<file path="src/rtl/l2thr_pkg.sv">
package l2thr_pkg;

    // Error flag bundle; packed so that bit0 = overflow, bit1 = underflow, bit2 = spacing
    typedef struct packed {
        logic spacing;
        logic underflow;
        logic overflow;
    } err_flags_t;

    // One rewritten second-level decision
    typedef struct packed {
        logic valid;
        logic accept;
    } decision_t;

    // Occupancy update selected by the two strobes
    typedef enum logic [1:0] {
        OCC_HOLD = 2'd0,
        OCC_INC  = 2'd1,
        OCC_DEC  = 2'd2
    } occ_op_t;

    function automatic occ_op_t occ_decode(input logic stored, input logic freed);
        occ_op_t op;
        unique case ({stored, freed})
            2'b10:   op = OCC_INC;
            2'b01:   op = OCC_DEC;
            default: op = OCC_HOLD;
        endcase
        return op;
    endfunction

endpackage

</file>
<file path="src/rtl/l2thr_occupancy.sv">
module l2thr_occupancy
    import l2thr_pkg::*;
#(
    parameter int MAX_EVENTS = 1000,
    parameter int CNT_W      = $clog2(MAX_EVENTS + 1)
) (
    input  logic             clk,
    input  logic             rst,
    input  logic             ev_stored,
    input  logic             ev_freed,
    output logic [CNT_W-1:0] occ,
    output logic             ovf_err,
    output logic             unf_err
);

    localparam logic [CNT_W-1:0] OCC_LIMIT = CNT_W'(MAX_EVENTS);

    occ_op_t op;

    always_comb op = occ_decode(ev_stored, ev_freed);

    always_ff @(posedge clk) begin
        if (rst) begin
            occ     <= '0;
            ovf_err <= 1'b0;
            unf_err <= 1'b0;
        end else begin
            unique case (op)
                OCC_INC: begin
                    if (occ == OCC_LIMIT) ovf_err <= 1'b1;
                    else                  occ     <= occ + CNT_W'(1);
                end
                OCC_DEC: begin
                    if (occ == '0) unf_err <= 1'b1;
                    else           occ     <= occ - CNT_W'(1);
                end
                default: ;
            endcase
        end
    end

    // a store-only cycle below the limit adds exactly one
    p_inc_r2: assert property (@(posedge clk) disable iff (rst)
        (op == OCC_INC && occ < OCC_LIMIT) |=> occ == $past(occ) + CNT_W'(1));

    // simultaneous store and release leave the count alone
    p_hold_r2: assert property (@(posedge clk) disable iff (rst)
        (ev_stored && ev_freed) |=> $stable(occ));

    // the count never passes the buffer capacity
    p_no_overflow_r8: assert property (@(posedge clk) disable iff (rst)
        occ <= OCC_LIMIT);

    // a store at the limit flags overflow and keeps the count
    p_ovf_flag_r8: assert property (@(posedge clk) disable iff (rst)
        (op == OCC_INC && occ == OCC_LIMIT) |=> (ovf_err && occ == OCC_LIMIT));

    // a release at zero flags underflow and keeps the count at zero
    p_unf_flag_r9: assert property (@(posedge clk) disable iff (rst)
        (op == OCC_DEC && occ == '0) |=> (unf_err && occ == '0));

endmodule

</file>
<file path="src/rtl/l2thr_threshold.sv">
module l2thr_threshold #(
    parameter int CNT_W       = 10,
    parameter int THR_DEFAULT = 960
) (
    input  logic             clk,
    input  logic             rst,
    input  logic             wr_en,
    input  logic [CNT_W-1:0] wr_data,
    output logic [CNT_W-1:0] thr
);

    always_ff @(posedge clk) begin
        if (rst)        thr <= CNT_W'(THR_DEFAULT);
        else if (wr_en) thr <= wr_data;
    end

    // a write is visible on the readback after its edge
    p_thr_write_r4: assert property (@(posedge clk) disable iff (rst)
        wr_en |=> thr == $past(wr_data));

endmodule

</file>
<file path="src/rtl/l2thr_decision_gate.sv">
module l2thr_decision_gate
    import l2thr_pkg::*;
#(
    parameter int MIN_SPACING = 36
) (
    input  logic      clk,
    input  logic      rst,
    input  logic      dec_valid,
    input  logic      dec_accept,
    input  logic      ds_nearly_full,
    output decision_t dec_out,
    output logic      spacing_err
);

    localparam int               GAP_W   = $clog2(MIN_SPACING + 1);
    localparam logic [GAP_W-1:0] GAP_MIN = GAP_W'(MIN_SPACING);

    logic [GAP_W-1:0] gap;        // cycles since the last decision, saturating
    logic             seen;       // a decision has occurred since reset
    logic             too_close;

    always_comb too_close = dec_valid && seen && (gap < GAP_MIN);

    always_ff @(posedge clk) begin
        if (rst) begin
            gap         <= '0;
            seen        <= 1'b0;
            dec_out     <= '0;
            spacing_err <= 1'b0;
        end else begin
            dec_out.valid  <= dec_valid;
            dec_out.accept <= dec_valid && dec_accept && !ds_nearly_full && !too_close;
            if (dec_valid) begin
                gap  <= GAP_W'(1);
                seen <= 1'b1;
            end else if (gap < GAP_MIN) begin
                gap <= gap + GAP_W'(1);
            end
            if (too_close) spacing_err <= 1'b1;
        end
    end

    // every decision strobe is answered on the next cycle
    p_forward_r5: assert property (@(posedge clk) disable iff (rst)
        dec_valid |=> dec_out.valid);

    // no output decision without an input strobe
    p_no_spurious_r5: assert property (@(posedge clk) disable iff (rst)
        !dec_valid |=> !dec_out.valid);

    // downstream backpressure never lets an accept through
    p_backpressure_r6: assert property (@(posedge clk) disable iff (rst)
        (dec_valid && ds_nearly_full) |=> !dec_out.accept);

    // a reject is never promoted to an accept
    p_reject_kept_r6: assert property (@(posedge clk) disable iff (rst)
        (dec_valid && !dec_accept) |=> !dec_out.accept);

    // a decision inside the spacing window is rejected and flagged
    p_spacing_r7: assert property (@(posedge clk) disable iff (rst)
        too_close |=> (spacing_err && !dec_out.accept));

    // the spacing flag is sticky
    p_spacing_sticky_r7: assert property (@(posedge clk) disable iff (rst)
        spacing_err |=> spacing_err);

endmodule

</file>
<file path="src/rtl/l2_occupancy_throttle.sv">
module l2_occupancy_throttle
    import l2thr_pkg::*;
#(
    parameter int MAX_EVENTS  = 1000,
    parameter int MIN_SPACING = 36,
    parameter int THR_DEFAULT = 960,
    localparam int CNT_W      = $clog2(MAX_EVENTS + 1)
) (
    input  logic             clk,
    input  logic             rst,
    input  logic             ev_stored,
    input  logic             ev_freed,
    input  logic             l2_dec_valid,
    input  logic             l2_dec_accept,
    input  logic             ds_nearly_full,
    input  logic             thr_wr_en,
    input  logic [CNT_W-1:0] thr_wr_data,
    output logic [CNT_W-1:0] thr_rd,
    output logic             l1_throttle,
    output logic             l2_out_valid,
    output logic             l2_out_accept,
    output logic [2:0]       err_flags
);

    logic [CNT_W-1:0] occ;
    logic             ovf_err;
    logic             unf_err;
    logic             spacing_err;
    decision_t        dec_out;
    err_flags_t       errs;

    l2thr_occupancy #(
        .MAX_EVENTS (MAX_EVENTS),
        .CNT_W      (CNT_W)
    ) u_occ (
        .clk       (clk),
        .rst       (rst),
        .ev_stored (ev_stored),
        .ev_freed  (ev_freed),
        .occ       (occ),
        .ovf_err   (ovf_err),
        .unf_err   (unf_err)
    );

    l2thr_threshold #(
        .CNT_W       (CNT_W),
        .THR_DEFAULT (THR_DEFAULT)
    ) u_thr (
        .clk     (clk),
        .rst     (rst),
        .wr_en   (thr_wr_en),
        .wr_data (thr_wr_data),
        .thr     (thr_rd)
    );

    l2thr_decision_gate #(
        .MIN_SPACING (MIN_SPACING)
    ) u_gate (
        .clk            (clk),
        .rst            (rst),
        .dec_valid      (l2_dec_valid),
        .dec_accept     (l2_dec_accept),
        .ds_nearly_full (ds_nearly_full),
        .dec_out        (dec_out),
        .spacing_err    (spacing_err)
    );

    always_comb begin
        l1_throttle     = (occ >= thr_rd);
        l2_out_valid    = dec_out.valid;
        l2_out_accept   = dec_out.accept;
        errs.overflow   = ovf_err;
        errs.underflow  = unf_err;
        errs.spacing    = spacing_err;
        err_flags       = errs;
    end

    // the throttle cannot drop unless an event left or the threshold was rewritten
    p_throttle_hold_r3: assert property (@(posedge clk) disable iff (rst)
        (l1_throttle && !ev_freed && !thr_wr_en) |=> l1_throttle);

    // the throttle cannot rise unless an event arrived or the threshold was rewritten
    p_throttle_rise_r3: assert property (@(posedge clk) disable iff (rst)
        (!l1_throttle && !ev_stored && !thr_wr_en) |=> !l1_throttle);

endmodule

</file>
<file path="config.mk">
export PLATFORM = sky130hd
export DESIGN_NAME = l2_occupancy_throttle
export DESIGN_NICKNAME = d
export VERILOG_FILES = /design/src/rtl/l2thr_pkg.sv /design/src/rtl/l2thr_occupancy.sv /design/src/rtl/l2thr_threshold.sv /design/src/rtl/l2thr_decision_gate.sv /design/src/rtl/l2_occupancy_throttle.sv
export SDC_FILE = /design/constraint.sdc
export NUM_CORES = 1
export LEC_CHECK = 0
export CELL_PAD_IN_SITES_DETAIL_PLACEMENT = 1
export CELL_PAD_IN_SITES_GLOBAL_PLACEMENT = 1
export CORE_MARGIN = 2
export CORE_UTILIZATION = 42
export DETAILED_ROUTE_END_ITERATION = 16
export GPL_TIMING_DRIVEN = 1
export PLACE_DENSITY = 0.84
export SETUP_SLACK_MARGIN = 0.4
export SKIP_LAST_GASP = 1
export SLEW_MARGIN = 20
export SYNTH_ARGS = -nofsm -noshare
export SYNTH_HDL_FRONTEND = slang
export SYNTH_SLANG_ARGS = --single-unit
</file>
<file path="constraint.sdc">
create_clock -name clk -period 5.5 [get_ports clk]
set_input_delay 1.1 -clock clk [delete_from_list [all_inputs] [get_ports clk]]
set_output_delay 1.1 -clock clk [all_outputs]
set_load 0.01 [all_outputs]
</file>
==> summary.txt, run 1 <==
Run status
  – Run status: completed

Timing
  – Final count of hold timing violations: 0
  – WHS: 0.464 ns
  – Number of setup violations in the final report: 0
  – Clock skew after layout: 0.00571 ns
  – Slew Limit Fails: 0
  – Setup_tns: 0 ns
  – Tmin final: 3.89 ns
  – Setup repair after global routing missed its margin: false
  – Post-route fraction of the period consumed by the critical path: 70.7%
  – Slew at the pin with the worst max-slew slack: 0.944 ns
  – Maximum clock frequency: 0.257 GHz
  – Slew margin rel.: 37.1%

Final layout
  – Syn-to-layout area delta: 21.0%
  – Number of nets in the finished design: 293
  – Antenna cells: 0
  – End-of-flow core utilization: 51.7%
  – Number of fillers in the final layout: 547
  – Sequential cell area: 641 µm²
  – Fraction of layout cells with a size suffix above 1: 6.54%
  – Footprint of the multi-input gates: 1190 µm²

Yosys
  – Dominant register cell in the synthesized netlist: sky130_fd_sc_hd__dfxtp_1
  – Number of synthesized flops with an enable pin: 0
  – Fraction of synthesis flops using an asynchronous set or reset pin: 0%
  – Dominant cell by count in the synthesized netlist: sky130_fd_sc_hd__dfxtp_1
  – Cell types with the largest area share after synthesis: sky130_fd_sc_hd__dfxtp_1, sky130_fd_sc_hd__ha_1, sky130_fd_sc_hd__nor2_1, sky130_fd_sc_hd__mux2i_1, sky130_fd_sc_hd__xor2_1
  – Portion of synthesized cell area occupied by the leading cell type: 32.2%
  – Number of flip-flops and latches in the synthesized netlist: 32
  – Leading area contributor after synthesis: sky130_fd_sc_hd__dfxtp_1
  – Average footprint of a synthesized cell: 8.43 µm²
  – Top cells by instance count after synthesis: sky130_fd_sc_hd__dfxtp_1, sky130_fd_sc_hd__nor2_1, sky130_fd_sc_hd__a21oi_1
  – Net count after synthesis: 270
  – Mapped Area: 1990 µm²
  – Number of different library cells in the post-synthesis netlist: 51
  – Seq/Total Area, Yosys: 32.2%
  – Warnings, synthesis: 0
  – Synthesized instance count: 236

Critical path
  – Data required time of the worst path: 5.72 ns
  – WP data arrival: 4.11 ns
  – Path type of the worst setup path: in -> reg
  – Setup crit end kind: flop
  – Crit path max fanout: 28
  – Category of the worst setup path launch point: input pin

Power and ir drop
  – Fraction of power spent switching nets: 30.8%
  – Maximum vdd drop: 0.234 mV
  – Lkg Pwr: 1.01 nW
  – Combinational power share: 24.2%
  – Int Power: 0.000468 W
  – Clock Power Share: 33.6%
  – Power density over the cells: 281 nW/µm²
  – Fraction of power consumed by sequential logic: 42.3%
  – Net switching power of the design: 0.000208 W
  – Overall power after layout: 0.000676 W

Die
  – Count of standard-cell rows: 25
  – I/O pins: 34
  – DIE HEIGHT: 72.8 µm
  – Total core area: 4660 µm²
  – Effective utilization at floorplan: 42.7%
  – Die Width: 72.8 µm
  – Floorplan die area: 5310 µm²

Place
  – DP Wirelength: 3530 µm
  – Final RePlAce weighted congestion: 0.793
  – Quantity of I/O buffers inserted on ports: 33

Detailed routing
  – Pre-antenna DRT Iters: 4
  – Detail-routed via count per cell: 5.51
  – Remaining routing DRC violations: 0
  – Routed len/inst: 15.2 µm
  – Overall via count from detail_route: 1731
  – Routed Wire Length: 4790 µm
  – Number of nets still failing antenna checks after routing: 0
  – Initial DRC count: 65

Hold path
  – Worst min-delay path class: reg -> reg

Clock tree
  – Postcts setup bufs: 0
  – Number of clock buffers inserted by TritonCTS: 5
  – Clock Path Buffers: 2
  – CTS Hold Bufs: 0
  – Clock Latency Late Sink: 0.29 ns
  – Clock tree from TritonCTS: yes
  – Maximum level of the CTS H-tree: 2
  – Number of gates given a new drive strength after cts: 0
  – CTS clock-pin slew for the worst setup and hold paths: 0.07 ns
  – Number of sinks on the clock net: 32
  – Root Buffer Master: sky130_fd_sc_hd__clkbuf_8

Global route
  – Number of antenna violations at the first check in global routing: 0
  – Number of global-route vias before repair: 1854
  – Total congestion overflow after global routing: 0
  – Gr usage total: 20.1%
  – Pin count of the biggest net entering global routing: 30
  – First-pass GRT wire length: 8400 µm

Job
  – Maxcap violations: 0
-- cell usage in the layout, fill, tap and decap left out, types with 2 or more instances in the layout --
master / instances
sky130_fd_sc_hd__a21oi_1: 17
sky130_fd_sc_hd__inv_1: 16
sky130_fd_sc_hd__a21o_1: 3
sky130_fd_sc_hd__nand3b_1: 2
sky130_fd_sc_hd__nor3_1: 7
sky130_fd_sc_hd__xnor2_1: 4
sky130_fd_sc_hd__dfxtp_1: 32
sky130_fd_sc_hd__o211ai_1: 4
sky130_fd_sc_hd__xor2_1: 10
sky130_fd_sc_hd__o31ai_1: 3
sky130_fd_sc_hd__ha_1: 16
sky130_fd_sc_hd__nand3_1: 8
sky130_fd_sc_hd__or3_1: 3
sky130_fd_sc_hd__nor2_1: 26
sky130_fd_sc_hd__nand2_1: 14
sky130_fd_sc_hd__nand2b_1: 4
sky130_fd_sc_hd__nor2b_1: 3
sky130_fd_sc_hd__clkbuf_8: 5
sky130_fd_sc_hd__a31oi_1: 3
sky130_fd_sc_hd__o22ai_1: 3
sky130_fd_sc_hd__mux2i_1: 9
sky130_fd_sc_hd__o21a_1: 2
sky130_fd_sc_hd__o221ai_1: 2
sky130_fd_sc_hd__nand4b_1: 2
sky130_fd_sc_hd__o21ai_0: 2
sky130_fd_sc_hd__o21ai_1: 2
sky130_fd_sc_hd__clkdlybuf4s50_1: 33
-- registers in the layout (all words and copies together), names as in the netlist --
name,flops
u_occ.occ,10
u_thr.thr,10
u_gate.gap,6
u_gate.dec_out,2
u_gate.seen,1
u_gate.spacing_err,1
u_occ.ovf_err,1
u_occ.unf_err,1
-- critical path: stages --
cell and delay, ns:
sky130_fd_sc_hd__clkdlybuf4s50_1 0.42, sky130_fd_sc_hd__inv_1 0.09, sky130_fd_sc_hd__ha_1 0.78, sky130_fd_sc_hd__xor2_1 0.14
sky130_fd_sc_hd__ha_1 0.25, sky130_fd_sc_hd__or3_1 0.31, sky130_fd_sc_hd__a21oi_1 0.28, sky130_fd_sc_hd__nor2_1 0.11
sky130_fd_sc_hd__xnor2_1 0.14, sky130_fd_sc_hd__or3_1 0.34, sky130_fd_sc_hd__a21oi_1 0.14
-- power groups by stage --
stage | Clock, W | Sequential [W] | Combinational (W)
global route | 0.000242 | 0.000289 | 0.000184
CTS | 0.000232 | 0.000285 | 0.000166
floorplan | 0 | 0.000273 | 0.000131
detailed placement | 0 | 0.000291 | 0.000164
global placement | 0 | 0.000289 | 0.000158
finish | 0.000227 | 0.000286 | 0.000163
-- metrics by stage --
stage	worst slack [ns]	cells	instance area, µm²
finish	1.61	314	2410
detailed placement	1.31	306	2300
floorplan	2.10	236	1990
CTS	1.60	314	2410
global placement	1.41	306	2300
global route	1.29	314	2410
-- logic make-up (layout without fill, tap and decap cells) --
kind of cell	count (synthesis)	in the layout	synth area share (%)
muxes	10	10	5.09
buffers and inverters	34	58	7.98
xor gates and xnor gates	14	14	6.16
AOI/OAI and AO/OA	50	50	16.7
DFF	32	32	32.2
and+or+nand+nor	80	80	21.8
adders and majority gates	16	16	10.1
-- routing by layer --
layer	share of wire (%)	up-vias	GRT usage (%)
met5	0	-	0
met1	47	827	24.3
li1	-	868	-
met4	1.1	0	6.58
met2	49	31	35.5
met3	3.4	5	4.14
-- worst paths after layout --
check,start,to,slack (ns),depth (start not counted)
worst min register to register,u_gate.seen,u_gate.dec_out[0],0.46,1
worst min-delay path,u_gate.seen,u_gate.dec_out[0],0.46,1
worst max register to register,u_occ.occ[1],u_occ.occ[4],3.19,8
worst max-delay path,ev_stored,u_occ.occ[4],1.61,11
-- cell type report --
cell class / instances / area share [%]
multi-input cells: 170 / 49.5
flip-flops and latches: 32 / 26.6
repair buffers: 34 / 14.0
clock buffers: 5 / 2.86
well taps: 54 / 2.81
inverters: 16 / 2.49
clock inverters: 3 / 1.77
(Power assumes the default switching activity.)
==> run 2, diff against run 1 <==
CORE_UTILIZATION = 35   (was 42)
PLACE_DENSITY = 0.75   (was 0.84)
clock period = 3.4 ns   (was 5.5 ns; I/O delays follow)
==> summary.txt, run 2 (same netlist as run 1, synthesis figures left out) <==
Run status
  – Run status: completed

Global route
  – Total congestion overflow after global routing: 0
  – Pin count of the biggest net entering global routing: 16
  – Number of antenna violations at the first check in global routing: 0
  – First-pass GRT wire length: 8340 µm
  – Number of global-route vias before repair: 1773
  – Gr usage total: 16.8%

Timing
  – Slew Limit Fails: 0
  – Final count of hold timing violations: 0
  – Tmin final: 2.83 ns
  – Number of setup violations in the final report: 0
  – Slew at the pin with the worst max-slew slack: 0.818 ns
  – Setup_tns: 0 ns
  – WHS: 0.463 ns
  – Post-route fraction of the period consumed by the critical path: 83.3%
  – Clock skew after layout: 0.00467 ns
  – Setup repair after global routing missed its margin: true
  – Maximum clock frequency: 0.353 GHz
  – Slew margin rel.: 45.0%

Critical path
  – CP Depth: 11
  – Cell at the slowest stage of the critical path: sky130_fd_sc_hd__clkdlybuf4s50_1
  – Path type of the worst setup path: in -> reg
  – Maximum single-stage delay on the critical path: 0.48 ns
  – R2R cell count: 9
  – Number of buffer and inverter instances along the worst setup path: 2
  – Worst reg2reg setup slack: 1.19 ns
  – End of the worst register-to-register path: u_occ.occ[4]
  – Category of the worst setup path launch point: input pin
  – Crit path max fanout: 4
  – Data required time of the worst path: 3.61 ns
  – Delay-heaviest family, CP: simple AND/OR/NAND/NOR gates
  – Beginning of the worst register-to-register path: u_occ.occ[1]
  – Cell chain of the critical path: clkdlybuf4s50_1 > inv_1 > ha_1 > xor2_1 > ha_1 > or3_1 > a21oi_4 > nor2_1 > xnor2_1 > or3_1 > a21oi_1
  – Setup crit end kind: flop
  – WP data arrival: 3.04 ns

Final layout
  – Largest registers: u_occ.occ: 10 flops, u_thr.thr: 10 flops, u_gate.gap: 6 flops
  – Most frequent cells in the layout: sky130_fd_sc_hd__clkdlybuf4s50_1, sky130_fd_sc_hd__dfxtp_1, sky130_fd_sc_hd__nor2_1
  – Number of nets in the finished design: 299
  – Antenna cells: 0
  – Number of fillers in the final layout: 664
  – Fraction of layout cells with a size suffix above 1: 9.40%
  – Most common cell after layout, fill and taps aside: sky130_fd_sc_hd__clkdlybuf4s50_1
  – Syn-to-layout area delta: 24.8%

Clock tree
  – Postcts setup bufs: 0
  – Maximum level of the CTS H-tree: 2
  – Clock Latency Late Sink: 0.29 ns
  – Clock tree from TritonCTS: yes
  – Root Buffer Master: sky130_fd_sc_hd__clkbuf_8
  – Clock Path Buffers: 2
  – CTS Hold Bufs: 0
  – CTS clock-pin slew for the worst setup and hold paths: 0.06 ns
  – Number of clock buffers inserted by TritonCTS: 5
  – Number of sinks on the clock net: 32

Detailed routing
  – Initial DRC count: 47
  – Routed Wire Length: 4820 µm
  – Met3 wire len: 237 µm
  – Pre-antenna DRT Iters: 4
  – Overall via count from detail_route: 1770
  – Wire length the detailed router placed on met1: 2380 µm
  – Met2 WL: 2120 µm
  – Top routing layer in use: met4
  – Routed len/inst: 14.3 µm
  – Remaining routing DRC violations: 0
  – Number of nets still failing antenna checks after routing: 0
  – Detail-routed via count per cell: 5.24

Die
  – Floorplan die area: 6310 µm²
  – Total core area: 5510 µm²
  – Die Width: 79.4 µm
  – Count of standard-cell rows: 27
  – I/O pins: 34
  – Effective utilization at floorplan: 36.2%
  – DIE HEIGHT: 79.4 µm

Hold path
  – Hold wc startpoint: u_gate.seen
  – Cells on Worst Hold Path: 1
  – Worst min-delay path endpoint: u_gate.dec_out[0]
  – Worst min-delay path class: reg -> reg

Power and ir drop
  – Power density over the cells: 422 nW/µm²
  – Lkg Pwr: 1.05 nW
  – Maximum vdd drop: 0.242 mV
  – Overall power after layout: 0.00105 W

Place
  – Final RePlAce weighted congestion: 0.842
  – Quantity of I/O buffers inserted on ports: 33
  – DP Wirelength: 3510 µm

Job
  – Maxcap violations: 0
## run 2: layer usage
layer / vias up / GRT usage, %
met5: - / 0
met4: 0 / 6.72
met3: 7 / 2.71
met2: 41 / 27.8
met1: 842 / 21.7
li1: 880 / -
## run 2: layout make-up
type / count / area (µm²) / share of cell area (%)
Multi-Input combinational cell: 170 / 1210 / 48.9
Sequential cell: 32 / 644 / 25.9
Timing Repair Buffer: 40 / 385 / 15.5
Clock buffer: 8 / 90.1 / 3.63
Tap cell: 72 / 90.1 / 3.63
Inverter: 16 / 60.1 / 2.42
## run 2: worst max path at each step
stage	slack, ns	to	from
global route	0.38	u_occ.occ[4]	ev_stored
floorplan	0.42	u_occ.occ[6]	ev_stored
CTS	0.51	u_occ.occ[4]	ev_stored
global placement	0.27	u_occ.occ[6]	ev_stored
finish	0.57	u_occ.occ[4]	ev_stored
detailed placement	0.22	u_occ.occ[4]	ev_stored
## run 2: what timing repair did
item	in CTS	in global routing
setup endpoints to repair	1	4
hold endpoints to repair	0	0
resized for setup	3	5
pin swaps	0	1
## run 2: per-stage QoR
stage	cells	area [µm²]	utilization, %	worst slack, ns
after detailed placement	330	2360	42.9	0.218
after global routing	338	2480	45.1	0.381
after CTS	338	2460	44.6	0.510
after floorplan	236	1990	-	0.419
final	338	2480	45.1	0.568
after global placement	330	2360	42.9	0.268
## run 2: where the power goes
group	internal (W)	switching, W
registers	0.000406	0.0000550
clock network	0.000165	0.000137
logic	0.000146	0.000140
==> run 3, diff against run 2 <==
clock period = 2.5 ns   (was 3.4 ns; I/O delays follow)
==> summary.txt, run 3 (same netlist as run 1, synthesis figures left out) <==
Timing
  – Final count of hold timing violations: 0
  – Number of setup violations in the final report: 0
  – Slew Limit Fails: 0
  – Clock skew after layout: 0.00838 ns
  – Slew at the pin with the worst max-slew slack: 0.853 ns
  – Setup repair after global routing missed its margin: true
  – Tmin final: 2.39 ns
  – Slew margin rel.: 42.6%
  – Setup_tns: 0 ns
  – Worst setup slack after layout: 0.108 ns
  – Post-route fraction of the period consumed by the critical path: 95.7%
  – Maximum clock frequency: 0.418 GHz

Final layout
  – Syn-to-layout area delta: 41.7%
  – Most frequent cells in the layout: sky130_fd_sc_hd__clkdlybuf4s50_1, sky130_fd_sc_hd__dfxtp_1, sky130_fd_sc_hd__nor2_1, sky130_fd_sc_hd__buf_4
  – Antenna cells: 0
  – Largest registers: u_occ.occ: 10 flops, u_thr.thr: 10 flops, u_gate.gap: 6 flops
  – Fraction of layout cells with a size suffix above 1: 25.4%
  – Number of nets in the finished design: 324
  – Most common cell after layout, fill and taps aside: sky130_fd_sc_hd__clkdlybuf4s50_1

Critical path
  – Category of the worst setup path launch point: flop
  – Delay-heaviest family, CP: compound AO/OA/AOI/OAI gates
  – Data required time of the worst path: 2.00 ns
  – Crit path max fanout: 2
  – Most common cell on crit path: sky130_fd_sc_hd__a21o_1
  – Maximum single-stage delay on the critical path: 0.34 ns
  – WP data arrival: 1.89 ns
  – Path type of the worst setup path: reg -> out
  – Cell chain of the critical path: inv_2 > ha_4 > nand2b_4 > a21o_1 > a21o_1 > a21oi_2 > o31ai_1 > a21o_1 > buf_2
  – Worst reg2reg setup slack: 0.45 ns
  – Number of buffer and inverter instances along the worst setup path: 2
  – Cell at the slowest stage of the critical path: sky130_fd_sc_hd__dfxtp_2
  – Setup crit end kind: output pin

Place
  – Quantity of I/O buffers inserted on ports: 33
  – Final RePlAce weighted congestion: 0.798
  – Worst slack after detailed placement: -0.498 ns
  – DP Wirelength: 4110 µm

Detailed routing
  – Remaining routing DRC violations: 0
  – Initial DRC count: 29
  – Number of nets still failing antenna checks after routing: 0
  – Routed len/inst: 15.1 µm
  – Detail-routed via count per cell: 5.09
  – Overall via count from detail_route: 1848
  – Pre-antenna DRT Iters: 4
  – Routed Wire Length: 5490 µm

Clock tree
  – Number of sinks on the clock net: 32
  – Clock Path Buffers: 2
  – CTS clock-pin slew for the worst setup and hold paths: 0.07 ns
  – Clock tree from TritonCTS: yes
  – Maximum level of the CTS H-tree: 2
  – Clock Latency Late Sink: 0.29 ns
  – Root Buffer Master: sky130_fd_sc_hd__clkbuf_8
  – Number of clock buffers inserted by TritonCTS: 5

Die
  – Effective utilization at floorplan: 36.2%
  – Floorplan die area: 6310 µm²
  – Total core area: 5510 µm²
  – DIE HEIGHT: 79.4 µm
  – I/O pins: 34
  – Count of standard-cell rows: 27
  – Die Width: 79.4 µm

Global route
  – First-pass GRT wire length: 9110 µm
  – Total congestion overflow after global routing: 0
  – Number of antenna violations at the first check in global routing: 0
  – Gr usage total: 18.7%
  – Number of global-route vias before repair: 1918
  – Pin count of the biggest net entering global routing: 16

Power and ir drop
  – Power density over the cells: 582 nW/µm²
  – Fraction of power consumed by sequential logic: 35.7%
  – Lkg Pwr: 1.21 nW
  – Int Power: 0.00113 W
  – Maximum vdd drop: 0.344 mV
  – Clock Power Share: 29.8%
  – Net switching power of the design: 0.000514 W
  – Combinational power share: 34.5%
  – Fraction of power spent switching nets: 31.3%

Run status
  – Run status: completed

Hold path
  – Worst min-delay path class: reg -> reg

Job
  – Maxcap violations: 0
-- run 3: what timing repair did --
item | in CTS | in global routing
setup endpoints to repair | 11 | 7
hold buffers | 0 | 0
resized for setup | 26 | 19
setup buffers | 1 | 3
pin swaps | 13 | 11
-- run 3: power groups by stage --
| stage | logic (W) | clock network, W | registers, W |
|---|---|---|---|
| 2_1_floorplan | 0.000296 | 0 | 0.000601 |
| 3_3_place_gp | 0.000462 | 0 | 0.000592 |
| 3_5_place_dp | 0.000485 | 0 | 0.000595 |
| 4_1_cts | 0.000511 | 0.000502 | 0.000586 |
| 5_1_grt | 0.000622 | 0.000533 | 0.000592 |
| 6_report | 0.000566 | 0.000490 | 0.000587 |
-- run 3: final timing paths --
kind | from | end | depth (start not counted)
setup / recovery | u_occ.occ[0] | l1_throttle | 9
hold / removal | u_occ.unf_err | u_occ.unf_err | 2
setup reg to reg | u_occ.occ[1] | u_occ.occ[4] | 9
hold reg to reg | u_occ.unf_err | u_occ.unf_err | 2
-- run 3: routing by layer --
metal	share of wire, %	routed length, µm	track usage [%]
met5	0	0	0
met4	2.5	139	7.59
met3	3.2	178	3.28
met2	50	2740	33.5
met1	44	2430	21.8
-- run 3: tightest hold or removal path: cells and delay by family, from the launching register on --
family / cells / cell delay [ns]
AND/OR/NAND/NOR: 1 / 0.07
AO/OA/AOI/OAI: 1 / 0.04
flip-flops: 1 / 0.33
-- run 3: area by class of cell --
cell class	instances	area, µm²
multi-input cells	170	1310
well taps	72	90.1
clock inverters	3	42.5
inverters	16	72.6
repair buffers	65	592
clock buffers	5	68.8
fillers	652	2690
flip-flops and latches	32	644
-- run 3: through the flow --
step	power, W	cells	area [µm²]	util, %	hold slack [ns]
4_1_cts	0.00160	360	2710	49.2	0.484
3_3_place_gp	0.00105	351	2550	46.4	0.454
6_report	0.00164	363	2820	51.2	0.479
2_1_floorplan	0.000897	236	2030	-	0.426
3_5_place_dp	0.00108	351	2550	46.4	0.463
5_1_grt	0.00175	363	2820	51.2	0.512
